==> src/rtl/pll_powerup_pkg.sv <==
package pll_powerup_pkg;

  localparam logic [3:0] STEP_BOOT    = 4'd0;
  localparam logic [3:0] STEP_RECOVER = 4'd6;
  localparam logic [3:0] STEP_LKDET   = 4'd14;
  localparam logic [7:0] LKDET_ARM    = 8'h0C;
  localparam logic [7:0] LKDET_RUN    = 8'h0D;

  typedef enum logic [1:0] {PH_IDLE, PH_STEP, PH_POLL} phase_e;

  // One entry of the sequence: outputs applied on entry, then a wait.
  typedef struct packed {
    logic       rst;
    logic [3:0] pwr;
    logic       code_wr;
    logic [7:0] code;
    logic [9:0] us;
    logic       poll;
    logic [3:0] nxt;
  } step_t;

  function automatic step_t mk(input logic rst, input logic [3:0] pwr,
                               input logic code_wr, input logic [7:0] code,
                               input logic [9:0] us, input logic poll,
                               input logic [3:0] nxt);
    step_t s;
    s.rst = rst; s.pwr = pwr; s.code_wr = code_wr; s.code = code;
    s.us = us; s.poll = poll; s.nxt = nxt;
    return s;
  endfunction

  // Steps 0..5 first ladder, 6..13 recovery ladder, 14..15 lock-detect arm.
  function automatic step_t step_at(input logic [3:0] i);
    case (i)
      4'd0:    return mk(1'b1, 4'h0, 1'b0, 8'h00, 10'd1,   1'b0, 4'd1);
      4'd1:    return mk(1'b0, 4'h0, 1'b0, 8'h00, 10'd1,   1'b0, 4'd2);
      4'd2:    return mk(1'b0, 4'h1, 1'b0, 8'h00, 10'd1,   1'b0, 4'd3);
      4'd3:    return mk(1'b0, 4'h3, 1'b0, 8'h00, 10'd200, 1'b0, 4'd4);
      4'd4:    return mk(1'b0, 4'h7, 1'b0, 8'h00, 10'd500, 1'b0, 4'd5);
      4'd5:    return mk(1'b0, 4'hF, 1'b0, 8'h00, 10'd600, 1'b0, STEP_LKDET);
      4'd6:    return mk(1'b1, 4'h0, 1'b0, 8'h00, 10'd1,   1'b0, 4'd7);
      4'd7:    return mk(1'b0, 4'h0, 1'b0, 8'h00, 10'd1,   1'b0, 4'd8);
      4'd8:    return mk(1'b0, 4'h1, 1'b0, 8'h00, 10'd1,   1'b0, 4'd9);
      4'd9:    return mk(1'b0, 4'h3, 1'b0, 8'h00, 10'd200, 1'b0, 4'd10);
      4'd10:   return mk(1'b0, 4'h7, 1'b0, 8'h00, 10'd250, 1'b0, 4'd11);
      4'd11:   return mk(1'b0, 4'h3, 1'b0, 8'h00, 10'd200, 1'b0, 4'd12);
      4'd12:   return mk(1'b0, 4'h7, 1'b0, 8'h00, 10'd500, 1'b0, 4'd13);
      4'd13:   return mk(1'b0, 4'hF, 1'b0, 8'h00, 10'd600, 1'b0, STEP_LKDET);
      4'd14:   return mk(1'b0, 4'hF, 1'b1, LKDET_ARM, 10'd100, 1'b0, 4'd15);
      default: return mk(1'b0, 4'hF, 1'b1, LKDET_RUN, 10'd0, 1'b1, 4'd15);
    endcase
  endfunction

  function automatic int unsigned us_to_cycles(input logic [9:0] us,
                                               input int unsigned cpu);
    return int'(us) * cpu;
  endfunction

endpackage

==> src/rtl/pll_powerup_seq_steps.sv <==
module pll_powerup_seq_steps
  import pll_powerup_pkg::*;
#(
  parameter int CLKS_PER_US = 100,
  parameter int CW          = 16
) (
  input  logic [3:0]    idx,
  output logic          rst,
  output logic [3:0]    pwr,
  output logic          code_wr,
  output logic [7:0]    code,
  output logic          poll,
  output logic [3:0]    nxt,
  output logic [CW-1:0] cycles
);
  step_t s;
  always_comb begin
    s       = step_at(idx);
    rst     = s.rst;
    pwr     = s.pwr;
    code_wr = s.code_wr;
    code    = s.code;
    poll    = s.poll;
    nxt     = s.nxt;
    cycles  = CW'(us_to_cycles(s.us, CLKS_PER_US));
  end
endmodule

==> src/rtl/pll_powerup_seq_timer.sv <==
module pll_powerup_seq_timer #(
  parameter int CW = 16
) (
  input  logic          clk,
  input  logic          rst_n,
  input  logic          load,
  input  logic [CW-1:0] load_val,
  output logic          expired
);
  logic [CW-1:0] cnt_q;
  always_ff @(posedge clk or negedge rst_n) begin
    if (!rst_n)              cnt_q <= '0;
    else if (load)           cnt_q <= load_val;
    else if (cnt_q != '0)    cnt_q <= cnt_q - CW'(1);
  end
  assign expired = (cnt_q == '0);
endmodule

==> src/rtl/pll_powerup_seq.sv <==
module pll_powerup_seq
  import pll_powerup_pkg::*;
#(
  parameter int CLKS_PER_US = 100,
  parameter int POLL_COUNT  = 5,
  parameter int POLL_GAP_US = 100,
  parameter int ATTEMPTS    = 2
) (
  input  logic       clk,
  input  logic       rst_n,
  input  logic       start,
  input  logic       shutdown,
  input  logic       pll_ready,
  output logic       sw_reset,
  output logic [3:0] pwr_ctrl,
  output logic [7:0] lkdet_code,
  output logic       seq_done,
  output logic       pll_locked,
  output logic       seq_fail
);
  localparam int MAX_US = (POLL_GAP_US > 600) ? POLL_GAP_US : 600;
  localparam int CW     = $clog2(MAX_US * CLKS_PER_US + 1);
  localparam int TW     = $clog2(POLL_COUNT + 1);
  localparam int AW     = $clog2(ATTEMPTS + 1);
  localparam logic [CW-1:0] GAP_LOAD = CW'(POLL_GAP_US * CLKS_PER_US - 1);

  phase_e        phase_q;
  logic [3:0]    nxt_q;
  logic [TW-1:0] tries_q;
  logic [AW-1:0] attempt_q;
  logic          rst_q, done_q, locked_q, fail_q;
  logic [3:0]    pwr_q;
  logic [7:0]    code_q;

  // Named events, also watched by the bound checker.
  logic          boot, advance, poll_tick, poll_over, poll_sample;
  logic          lock_seen, give_up, retry, step_enter;
  logic [3:0]    tgt;
  logic          tmr_load, tmr_exp;
  logic [CW-1:0] tmr_val;

  logic          t_rst, t_code_wr, t_poll;
  logic [3:0]    t_pwr, t_nxt;
  logic [7:0]    t_code;
  logic [CW-1:0] t_cycles;

  pll_powerup_seq_steps #(.CLKS_PER_US(CLKS_PER_US), .CW(CW)) u_steps (
    .idx(tgt), .rst(t_rst), .pwr(t_pwr), .code_wr(t_code_wr), .code(t_code),
    .poll(t_poll), .nxt(t_nxt), .cycles(t_cycles)
  );

  pll_powerup_seq_timer #(.CW(CW)) u_timer (
    .clk(clk), .rst_n(rst_n), .load(tmr_load), .load_val(tmr_val),
    .expired(tmr_exp)
  );

  always_comb begin
    boot        = (phase_q == PH_IDLE) && start;
    advance     = (phase_q == PH_STEP) && tmr_exp;
    poll_tick   = (phase_q == PH_POLL) && tmr_exp;
    poll_over   = poll_tick && (tries_q == TW'(POLL_COUNT));
    poll_sample = poll_tick && !poll_over;
    lock_seen   = poll_sample && pll_ready;
    give_up     = poll_over && (attempt_q == AW'(ATTEMPTS - 1));
    retry       = poll_over && !give_up;
    step_enter  = !shutdown && (boot || advance || retry);
    tgt         = boot ? STEP_BOOT : (retry ? STEP_RECOVER : nxt_q);
    tmr_load    = step_enter || (poll_sample && !pll_ready && !shutdown);
    if (step_enter) tmr_val = t_poll ? '0 : (t_cycles - CW'(1));
    else            tmr_val = GAP_LOAD;
  end

  always_ff @(posedge clk or negedge rst_n) begin
    if (!rst_n) begin
      phase_q   <= PH_IDLE;
      nxt_q     <= STEP_BOOT;
      tries_q   <= '0;
      attempt_q <= '0;
      rst_q     <= 1'b0;
      pwr_q     <= '0;
      code_q    <= '0;
      done_q    <= 1'b0;
      locked_q  <= 1'b0;
      fail_q    <= 1'b0;
    end else begin
      done_q <= 1'b0;
      if (shutdown) begin
        phase_q  <= PH_IDLE;
        rst_q    <= 1'b0;
        pwr_q    <= '0;
        locked_q <= 1'b0;
        fail_q   <= 1'b0;
      end else begin
        if (step_enter) begin
          rst_q   <= t_rst;
          pwr_q   <= t_pwr;
          nxt_q   <= t_nxt;
          tries_q <= '0;
          phase_q <= t_poll ? PH_POLL : PH_STEP;
          if (t_code_wr) code_q <= t_code;
        end
        if (boot) begin
          attempt_q <= '0;
          locked_q  <= 1'b0;
          fail_q    <= 1'b0;
        end
        if (retry) attempt_q <= attempt_q + AW'(1);
        if (poll_sample && !pll_ready) tries_q <= tries_q + TW'(1);
        if (lock_seen) begin
          locked_q <= 1'b1;
          done_q   <= 1'b1;
          phase_q  <= PH_IDLE;
        end
        if (give_up) begin
          fail_q  <= 1'b1;
          done_q  <= 1'b1;
          phase_q <= PH_IDLE;
        end
      end
    end
  end

  assign sw_reset   = rst_q;
  assign pwr_ctrl   = pwr_q;
  assign lkdet_code = code_q;
  assign seq_done   = done_q;
  assign pll_locked = locked_q;
  assign seq_fail   = fail_q;

endmodule

==> config.mk <==
export PLATFORM = sky130hd
export DESIGN_NAME = pll_powerup_seq
export DESIGN_NICKNAME = d
export VERILOG_FILES = /design/src/rtl/pll_powerup_pkg.sv /design/src/rtl/pll_powerup_seq_steps.sv /design/src/rtl/pll_powerup_seq_timer.sv /design/src/rtl/pll_powerup_seq.sv
export SDC_FILE = /design/constraint.sdc
export NUM_CORES = 1
export LEC_CHECK = 0
export BUFFER_PORTS_ARGS = -buffer_cell sky130_fd_sc_hd__buf_2
export CORE_ASPECT_RATIO = 1.2
export CORE_UTILIZATION = 40
export CTS_CLUSTER_DIAMETER = 30
export DETAILED_ROUTE_END_ITERATION = 8
export HOLD_SLACK_MARGIN = 0.08
export SLEW_MARGIN = 20
export SYNTH_ARGS = -nofsm -noshare
export SYNTH_HDL_FRONTEND = slang
export SYNTH_SLANG_ARGS = --single-unit
==> constraint.sdc <==
create_clock -name clk -period 7.25 [get_ports clk]
set_input_delay 2.175 -clock clk [delete_from_list [all_inputs] [get_ports clk]]
set_output_delay 2.175 -clock clk [all_outputs]
set_load 0.005 [all_outputs]
==> flow_summary.yaml, run 1 <==
outcome:
  status: "completed"
route:
  vias: 2849
  finalWirelength_um: 8041
  drtAntennaViolNets: 0
  first_iter_violations: 162
  via_per_inst: 5.325
  drcViolationCount: 0
  wire_per_inst_um: 15.03
  drt_pass1_iterations: 4
grt:
  grt_usage_pct: 19.18
  grt_antenna_before_repair: 0
  first_global_vias: 2823
  gr-total-overflow: 0
  grt_pass1_wl_um: 13810
  grt_max_degree: 38
synth:
  netlist.area_leader.share_pct: 26.40
  ys_seq_area_share_pct: 26.40
  yosys_warnings: 0
  synth-edff-count: 0
  ys_top_cells_by_area: "dfrtp_1, ha_1, xnor2_1"
  syn_avg_cell_area_um2: 8.724
  async_flop_share_pct: 100.0
  ys_types: 68
  yosysTopAreaCell: "dfrtp_1"
  synth_ff_type: "dfrtp_1"
  ys_seq_elements: 37
  syn_inst: 402
  syn_area_um2: 3507
final_layout:
  mostFrequentLayoutCells: "ha_1, nand2_1, dfrtp_1"
  fin_util_pct: 44.51
  drive_gt1_share_pct: 11.96
  area_growth_pct: 8.099
  n_antenna_cell: 0
  nets: 475
  finalInstanceArea_um2: 3791
  nFillCells: 862
  mostFrequentLayoutCell: "ha_1"
sta:
  slew_violations: 0
  max_slew_margin_pct: 44.14
  setup_viol: 0
  min_period_over_period_pct: 93.83
  rsz0062_at_grt: "no"
  fmax_ghz: 0.1470
  finalHoldViolations: 0
  fin_ws_ns: 0.4470
  finClkSkew_ns: 0.004510
  setup_tns_ns: 0
  max_slew.worst_pin.slew_ns: 0.8378
  finalCriticalPeriod_ns: 6.803
clock_network:
  cts_max_path_buffers: 2
  cts_num_sinks: 37
  cts-resized-gates: 0
  cts_tree: "yes"
  cts_buffers: 5
  cts.clk_slew.worst_paths_ns: 0.07
  postCtsHoldBufs: 0
  post_cts_buffers: 0
  htreeDepth: 2
  root_buffer: "clkbuf_8"
  insertion_delay_ns: 0.29
die:
  start_util_pct: 41.17
  core-area_um2: 8518
  rows: 37
  io_pins: 21
  die_h_um: 104.6
  die_x_um: 87.48
  die-area_um2: 9147
setup_path:
  startpoint_type: "primary input"
  critPathArrivalTime_ns: 6.95
  crit_type: "primary input to flip-flop"
  cp_max_fo: 9
  required_ns: 7.40
  end_kind: "flip-flop"
placement:
  gp_congestion: 0.8861
  place_area_um2: 3705
  pre_cts_ws_ns: 0.1886
  post-dp-hpwl_um: 6313
  port_buffers: 15
flow_run:
  drv_cap: 0
power:
  power_leakage_nw: 1.861
  pwr_density_cell_nw_per_um2: 277.2
  peakVddDrop_v: 0.00008226
hold_path:
  holdCritPathClass: "flip-flop to flip-flop"
-- metal layers --
| layer | track usage, % | wire length, um |
|---|---|---|
| met1 | 25.10 | 3713 |
| met2 | 32.20 | 3966 |
| met3 | 2.449 | 200 |
| met4 | 6.440 | 161 |
| met5 | 0 | 0 |
-- critical path, stage by stage --
cell and delay (ns):
buf_2 0.08, nand2_1 0.18, buf_4 0.22, a21oi_1 0.32, inv_2 0.15, and2_1 0.22
a211oi_1 0.26, a21oi_1 0.13, ha_1 0.30, ha_1 0.31, fa_1 0.47, ha_1 0.38
a21o_1 0.20, a31o_1 0.17, a21oi_1 0.25, xnor2_1 0.14, or2_1 0.28, nor4_2 0.29
xnor2_1 0.17, xnor2_1 0.15, o22ai_1 0.10
-- state kept, by name (all words and copies together) (netlist names) --
register       cells
attempt_q          2
tries_q            3
sw_reset           1
phase_q            2
nxt_q              4
seq_done           1
u_timer.cnt_q     16
lkdet_code         2
pwr_ctrl           4
pll_locked         1
seq_fail           1
-- power breakdown --
group	internal, mW	total (mW)	switching [mW]
Combinational	0.252	0.569	0.317
Sequential	0.254	0.332	0.0773
Clock	0.0755	0.150	0.0744
Total	0.582	1.05	0.469
-- cells by family after synthesis --
logic type,share of synthesized area (%)
xor gates and xnor gates,8.455
AOI/OAI and AO/OA,17.27
buffers and inverters,6.457
adders and majority gates,19.62
other,0.1069
DFF,26.40
and+or+nand+nor,20.76
muxes,0.9275
-- worst paths after layout --
path | endpoint | depth (start not counted) | startpoint | slack, ns
setup / recovery | u_timer.cnt_q[15]$_DFFE_PN0P_ | 21 | start | 0.45
hold / removal | attempt_q[0]$_DFFE_PN0P_ | 1 | attempt_q[0]$_DFFE_PN0P_ | 0.49
setup reg to reg | u_timer.cnt_q[15]$_DFFE_PN0P_ | 23 | u_timer.cnt_q[0]$_DFFE_PN0P_ | 1.12
hold reg to reg | attempt_q[0]$_DFFE_PN0P_ | 1 | attempt_q[0]$_DFFE_PN0P_ | 0.49
max in group asynchronous | lkdet_code[2]$_DFFE_PN0P_ | 1 | rst_n | 4.74
min in group asynchronous | tries_q[0]$_DFFE_PN0P_ | 1 | rst_n | 1.98
-- final cells by class --
| type | instances | area [um2] | share of cell area (%) |
|---|---|---|---|
| tap | 117 | 146.4 | 3.861 |
| clock buffer | 7 | 86.33 | 2.277 |
| inverter | 30 | 112.6 | 2.970 |
| sequential | 37 | 925.9 | 24.42 |
| timing repair buffer | 25 | 150.1 | 3.960 |
| multi-input combinational | 319 | 2370 | 62.51 |
-- synth_stat cells, types with 4 or more instances --
| master | instances |
|---|---|
| a21o_1 | 5 |
| a21oi_1 | 22 |
| buf_2 | 4 |
| buf_4 | 7 |
| clkbuf_1 | 8 |
| dfrtp_1 | 37 |
| fa_1 | 5 |
| ha_1 | 47 |
| inv_1 | 29 |
| nand2_1 | 46 |
| nand2b_1 | 6 |
| nand3_1 | 8 |
| nor2_1 | 33 |
| nor3_1 | 9 |
| o211ai_1 | 4 |
| o21a_1 | 4 |
| o21ai_0 | 17 |
| o21ai_1 | 6 |
| o22ai_1 | 8 |
| o31ai_1 | 4 |
| xnor2_1 | 24 |
| xor2_1 | 8 |
-- metrics by stage --
stage | hold slack, ns | cells | total power, mW
floorplan | 0.4546 | 406 | 0.7648
global placement | 0.4677 | 528 | 0.8946
detailed placement | 0.4736 | 528 | 0.9017
CTS | 0.4904 | 535 | 1.057
global route | 0.5164 | 535 | 1.144
finish | 0.4914 | 535 | 1.051
No activity file was read; power rests on OpenSTA's default activity.
==> run 2: changes to the inputs <==
CORE_MARGIN = 1   (was not set)
REMOVE_ABC_BUFFERS = 1   (was not set)
==> run 2 against run 1 <==
Combinational power decreased by 1%. Total power up 0.23%. Critical endpoint unchanged. Critical path type unchanged. Maximum frequency up 1.8%. Largest cell class unchanged. Critical path depth is the same. Hold slack improved by 0.0019 ns. First-iteration DRC count decreased by 16%.
==> flow_summary.yaml, run 2 (synthesis gave the netlist of run 1 again) <==
outcome:
  status: "completed"
grt:
  grt_max_degree: 38
  grt_antenna_before_repair: 0
  met3_usage_pct: 1.975
  grt_pass1_wl_um: 13200
  grt_usage_pct: 18.43
  first_global_vias: 2770
  use_met1_pct: 23.18
  gr-total-overflow: 0
  use_met2_pct: 32.09
  grt.busiest_layer: "met2"
final_layout:
  drive_gt1_share_pct: 12.20
  nFillCells: 883
  mostFrequentLayoutCells: "ha_1, nand2_1, dfrtp_1"
  nets: 474
  mostFrequentLayoutCell: "ha_1"
  fin_util_pct: 44.54
  n_antenna_cell: 0
  largest_reg_flops: 16
  largest_register: "u_timer.cnt_q"
  area_growth_pct: 8.170
placement:
  port_buffers: 15
  gp_congestion: 0.8539
  post-dp-hpwl_um: 6259
  pre_cts_ws_ns: 0.2381
die:
  rows: 37
  die-area_um2: 9147
  die_h_um: 104.6
  core-area_um2: 8518
  die_x_um: 87.48
  io_pins: 21
  start_util_pct: 41.17
sta:
  fin_ws_ns: 0.5681
  finalHoldViolations: 0
  setup_viol: 0
  max_slew_margin_pct: 42.16
  rsz0062_at_grt: "no"
  finClkSkew_ns: 0.008070
  finalCriticalPeriod_ns: 6.682
  max_slew.worst_pin.slew_ns: 0.8677
  fmax_ghz: 0.1497
  min_period_over_period_pct: 92.16
  slew_violations: 0
  setup_tns_ns: 0
setup_path:
  crit_type: "primary input to flip-flop"
  required_ns: 7.41
  end_kind: "flip-flop"
  cp_max_fo: 12
  startpoint_type: "primary input"
  reg2regPathDepth: 28
  slowest_stage: "fa_1"
  critPathArrivalTime_ns: 6.84
  path_cells: "buf_2 -> nand2_1 -> buf_4 -> a21oi_1 -> inv_2 -> and2_1 -> a211oi_1 -> a21oi_1 -> ha_1 -> ha_1 -> fa_1 -> ha_1 -> a21o_1 -> a31o_1 -> a21oi_1 -> xnor2_1 -> or2_1 -> nor4_2 -> xnor2_1 -> xnor2_1 -> o22ai_1"
  cp_slowest_stage_delay_ns: 0.46
flow_run:
  drv_cap: 0
route:
  drt_pass1_iterations: 5
  via_per_inst: 5.295
  finalWirelength_um: 7995
  drcViolationCount: 0
  vias: 2833
  wire_per_inst_um: 14.94
  drtAntennaViolNets: 0
  first_iter_violations: 136
clock_network:
  postCtsHoldBufs: 0
  post_cts_buffers: 0
  cts_max_path_buffers: 2
  cts.clk_slew.worst_paths_ns: 0.08
  cts_tree: "yes"
  cts-resized-gates: 0
  root_buffer: "clkbuf_8"
  insertion_delay_ns: 0.29
  cts_num_sinks: 37
  cts_buffers: 5
  htreeDepth: 2
power:
  power.total_mw: 1.053
  power_leakage_nw: 1.861
  pwr_density_cell_nw_per_um2: 277.7
  peakVddDrop_v: 0.00007691
hold_path:
  holdCritPathClass: "flip-flop to flip-flop"
  whs_path_depth: 1
## run 2: changes by cell type in the layout (fill, tap and decap cells not counted), sizes merged
cell,change
buf,-1
clkbuf,-1
clkinv,+2
## run 2: path summary, 6_finish.rpt
check,startpoint,end,slack (ns)
min in group asynchronous,rst_n,u_timer.cnt_q[0]$_DFFE_PN0P_,1.98
max in group asynchronous,rst_n,lkdet_code[2]$_DFFE_PN0P_,4.71
hold / removal,lkdet_code[2]$_DFFE_PN0P_,lkdet_code[2]$_DFFE_PN0P_,0.49
setup reg to reg,u_timer.cnt_q[0]$_DFFE_PN0P_,u_timer.cnt_q[15]$_DFFE_PN0P_,1.11
setup / recovery,start,u_timer.cnt_q[15]$_DFFE_PN0P_,0.57
hold reg to reg,lkdet_code[2]$_DFFE_PN0P_,lkdet_code[2]$_DFFE_PN0P_,0.49
## run 2: layout make-up
class / count / area, um2 / share of cell area, %
multi-input combinational: 319 / 2370 / 62.47
sequential: 37 / 925.9 / 24.41
tap: 117 / 146.4 / 3.859
timing repair buffer: 24 / 142.6 / 3.760
inverter: 30 / 112.6 / 2.968
clock buffer: 6 / 82.58 / 2.177
clock inverter: 2 / 13.76 / 0.3628
## run 2: report_power, final
group | switching, mW | total [mW] | internal, mW
Clock | 0.0815 | 0.159 | 0.0772
Sequential | 0.0775 | 0.332 | 0.254
Combinational | 0.315 | 0.563 | 0.248
Total | 0.474 | 1.05 | 0.579
## run 2: critical path, delay by kind of cell
| kind | cells | cell delay (ns) |
|---|---|---|
| XOR/XNOR | 3 | 0.46 |
| buffers and inverters | 3 | 0.48 |
| AO/OA/AOI/OAI | 7 | 1.37 |
| adder cells (fa/ha/maj) | 4 | 1.44 |
| AND/OR/NAND/NOR | 4 | 0.92 |
## run 2: metal layers
metal,share of wire (%),vias up,routed length [um]
met4,2.8,0,221
met5,0,-,0
li1,-,1422,-
met2,49,55,3957
met1,45,1337,3596
met3,2.7,19,219
## run 2: metrics by stage
stage	std cells	cell area [um2]	hold WS [ns]
after floorplan	386	3408	0.4546
after global placement	527	3697	0.4696
after detailed placement	527	3697	0.4731
after CTS	535	3794	0.4921
after global routing	535	3794	0.5127
final	535	3794	0.4933
==> run 3: changes to the inputs <==
ABC_AREA = 1   (was not set)
==> run 3 against run 2 <==
Clock power about the same. Non-clock buffer count decreased by 7. Largest cell class unchanged. Largest power group unchanged. Synthesized cell count is 25% higher.
==> flow_summary.yaml, run 3 <==
final_layout:
  mostFrequentLayoutCell: "nand2_1"
  drive_gt1_share_pct: 15.74
  multi_input_area_um2: 2527
  mostFrequentLayoutCells: "nand2_1, inv_1, nor2_1"
  nFillCells: 948
  largest_reg_flops: 16
  n_antenna_cell: 0
  nets: 577
  regArea_um2: 925.9
  largest_register: "u_timer.cnt_q"
  area_growth_pct: 7.506
  finalInstanceArea_um2: 4104
synth:
  async_flop_share_pct: 100.0
  yosysTopAreaCell: "dfrtp_1"
  synth.mux.area_fraction_pct: 0.2950
  synth-xor-area-share_pct: 3.179
  yosys.area_share.simple_pct: 32.22
  synth_adder_area_share_pct: 18.03
  synth-edff-count: 0
  synth_compound_area_share_pct: 11.83
  yosys_warnings: 0
  ys_types: 46
  ys_seq_area_share_pct: 24.25
  yosysMostFrequentCell: "nand2_1"
  syn_area_um2: 3817
  syn_avg_cell_area_um2: 7.589
  syn_inst: 503
  netlist.area_leader.share_pct: 24.25
  ys_top_cells_by_area: "dfrtp_1, ha_1, nand2_1"
  yosys-top-cells-count: "nand2_1, inv_1, nor2_1"
  ys_seq_elements: 37
  synth_top_family_by_area: "simple AND/OR/NAND/NOR gates"
  synth_ff_type: "dfrtp_1"
placement:
  port_buffers: 15
  gp_congestion: 0.9892
  place_area_um2: 4001
  post-dp-hpwl_um: 6958
setup_path:
  startpoint: "start"
  r2r_start: "u_timer.cnt_q[0]$_DFFE_PN0P_"
  path_depth: 28
  cp_max_fo: 6
  path_buf_inv: 5
  crit_type: "primary input to flip-flop"
  r2r-end: "u_timer.cnt_q[14]$_DFFE_PN0P_"
  critPathArrivalTime_ns: 6.86
  reg2regPathDepth: 34
  crit_path_frequent_cell: "nand2_1"
  end_kind: "flip-flop"
  startpoint_type: "primary input"
  slowest_stage: "fa_1"
  required_ns: 7.47
  crit_family: "simple AND/OR/NAND/NOR gates"
  crit_path_end: "u_timer.cnt_q[14]$_DFFE_PN0P_"
  cp_slowest_stage_delay_ns: 0.51
  ff2ff_setup_slack_ns: 1.51
clock_network:
  htreeDepth: 2
  cts_buffers: 5
  cts_num_sinks: 37
  root_buffer: "clkbuf_8"
  cts.clk_slew.worst_paths_ns: 0.08
  cts-resized-gates: 0
  cts_max_path_buffers: 2
  post_cts_buffers: 0
  cts_tree: "yes"
  insertion_delay_ns: 0.29
  postCtsHoldBufs: 0
grt:
  grt_antenna_before_repair: 0
  grt_max_degree: 38
  first_global_vias: 3233
  gr-total-overflow: 0
  grt_usage_pct: 18.88
  grt_pass1_wl_um: 15160
outcome:
  status: "completed"
route:
  drtAntennaViolNets: 0
  drcViolationCount: 0
  vias: 3240
  first_iter_violations: 162
  via_per_inst: 5.055
  wire_per_inst_um: 13.56
  drt_pass1_iterations: 4
  finalWirelength_um: 8695
die:
  rows: 38
  start_util_pct: 41.60
  die_h_um: 109.0
  io_pins: 21
  die_x_um: 91.18
  die-area_um2: 9940
  core-area_um2: 9176
power:
  peakVddDrop_v: 0.0004760
  power_leakage_nw: 2.099
  pwr_density_cell_nw_per_um2: 489.2
hold_path:
  holdCritPathClass: "flip-flop to flip-flop"
  min_from: "lkdet_code[2]$_DFFE_PN0P_"
sta:
  slew_violations: 0
  finalCriticalPeriod_ns: 6.639
  setup_viol: 0
  rsz0062_at_grt: "no"
  setup_tns_ns: 0
  max_slew_margin_pct: 42.65
  min_period_over_period_pct: 91.57
  fmax_ghz: 0.1506
  finClkSkew_ns: 0.01301
  max_slew.worst_pin.slew_ns: 0.8602
  finalHoldViolations: 0
flow_run:
  drv_cap: 0
==> run 3: per-layer routing <==
layer	GRT usage (%)	wire length, um	up-vias
li1	-	-	1656
met1	24.42	3984	1530
met2	33.39	4358	42
met3	2.301	224	12
met4	4.989	128	0
met5	0	0	-
==> run 3: per-stage QoR <==
stage          hold slack [ns]  std cells  utilization, %  setup WS, ns  power, mW
6_report                0.4879        641           44.72        0.6111      2.008
5_1_grt                 0.5107        641           44.72        0.1747      2.253
4_1_cts                 0.4913        641           44.66        0.4103      2.011
3_5_place_dp            0.4720        633           43.61        0.1438      1.843
3_3_place_gp            0.4699        633           43.61        0.1505      1.830
2_1_floorplan           0.4530        496               -        0.8913      1.510
==> run 3: how the worst min path moves through the flow <==
stage	to	slack (ns)	cells past startpoint
after floorplan	attempt_q[1]$_DFFE_PN0P_	0.45	2
after global placement	lkdet_code[2]$_DFFE_PN0P_	0.47	1
after detailed placement	lkdet_code[2]$_DFFE_PN0P_	0.47	1
after CTS	lkdet_code[2]$_DFFE_PN0P_	0.49	1
after global routing	lkdet_code[2]$_DFFE_PN0P_	0.51	1
final	lkdet_code[2]$_DFFE_PN0P_	0.49	1
==> run 3: cell families after synthesis <==
logic type,after synthesis
other cells,1
fa+ha+maj,52
xor+xnor,13
buf+inv,93
compound gates,76
flops,37
mux,1
simple gates,230
==> run 3: report_power, final <==
part / internal [mW] / switching (mW)
clock network: 0.0771 / 0.0787
registers: 0.265 / 0.0513
logic: 0.567 / 0.969
total: 0.909 / 1.10
==> run 3: final cells by class <==
class	instances	share of cell area (%)
clock buffers	6	2.012
clock inverters	2	0.3354
inverters	82	7.652
multi-input cells	377	61.59
flip-flops and latches	37	22.56
well taps	120	3.659
repair buffers	17	2.195
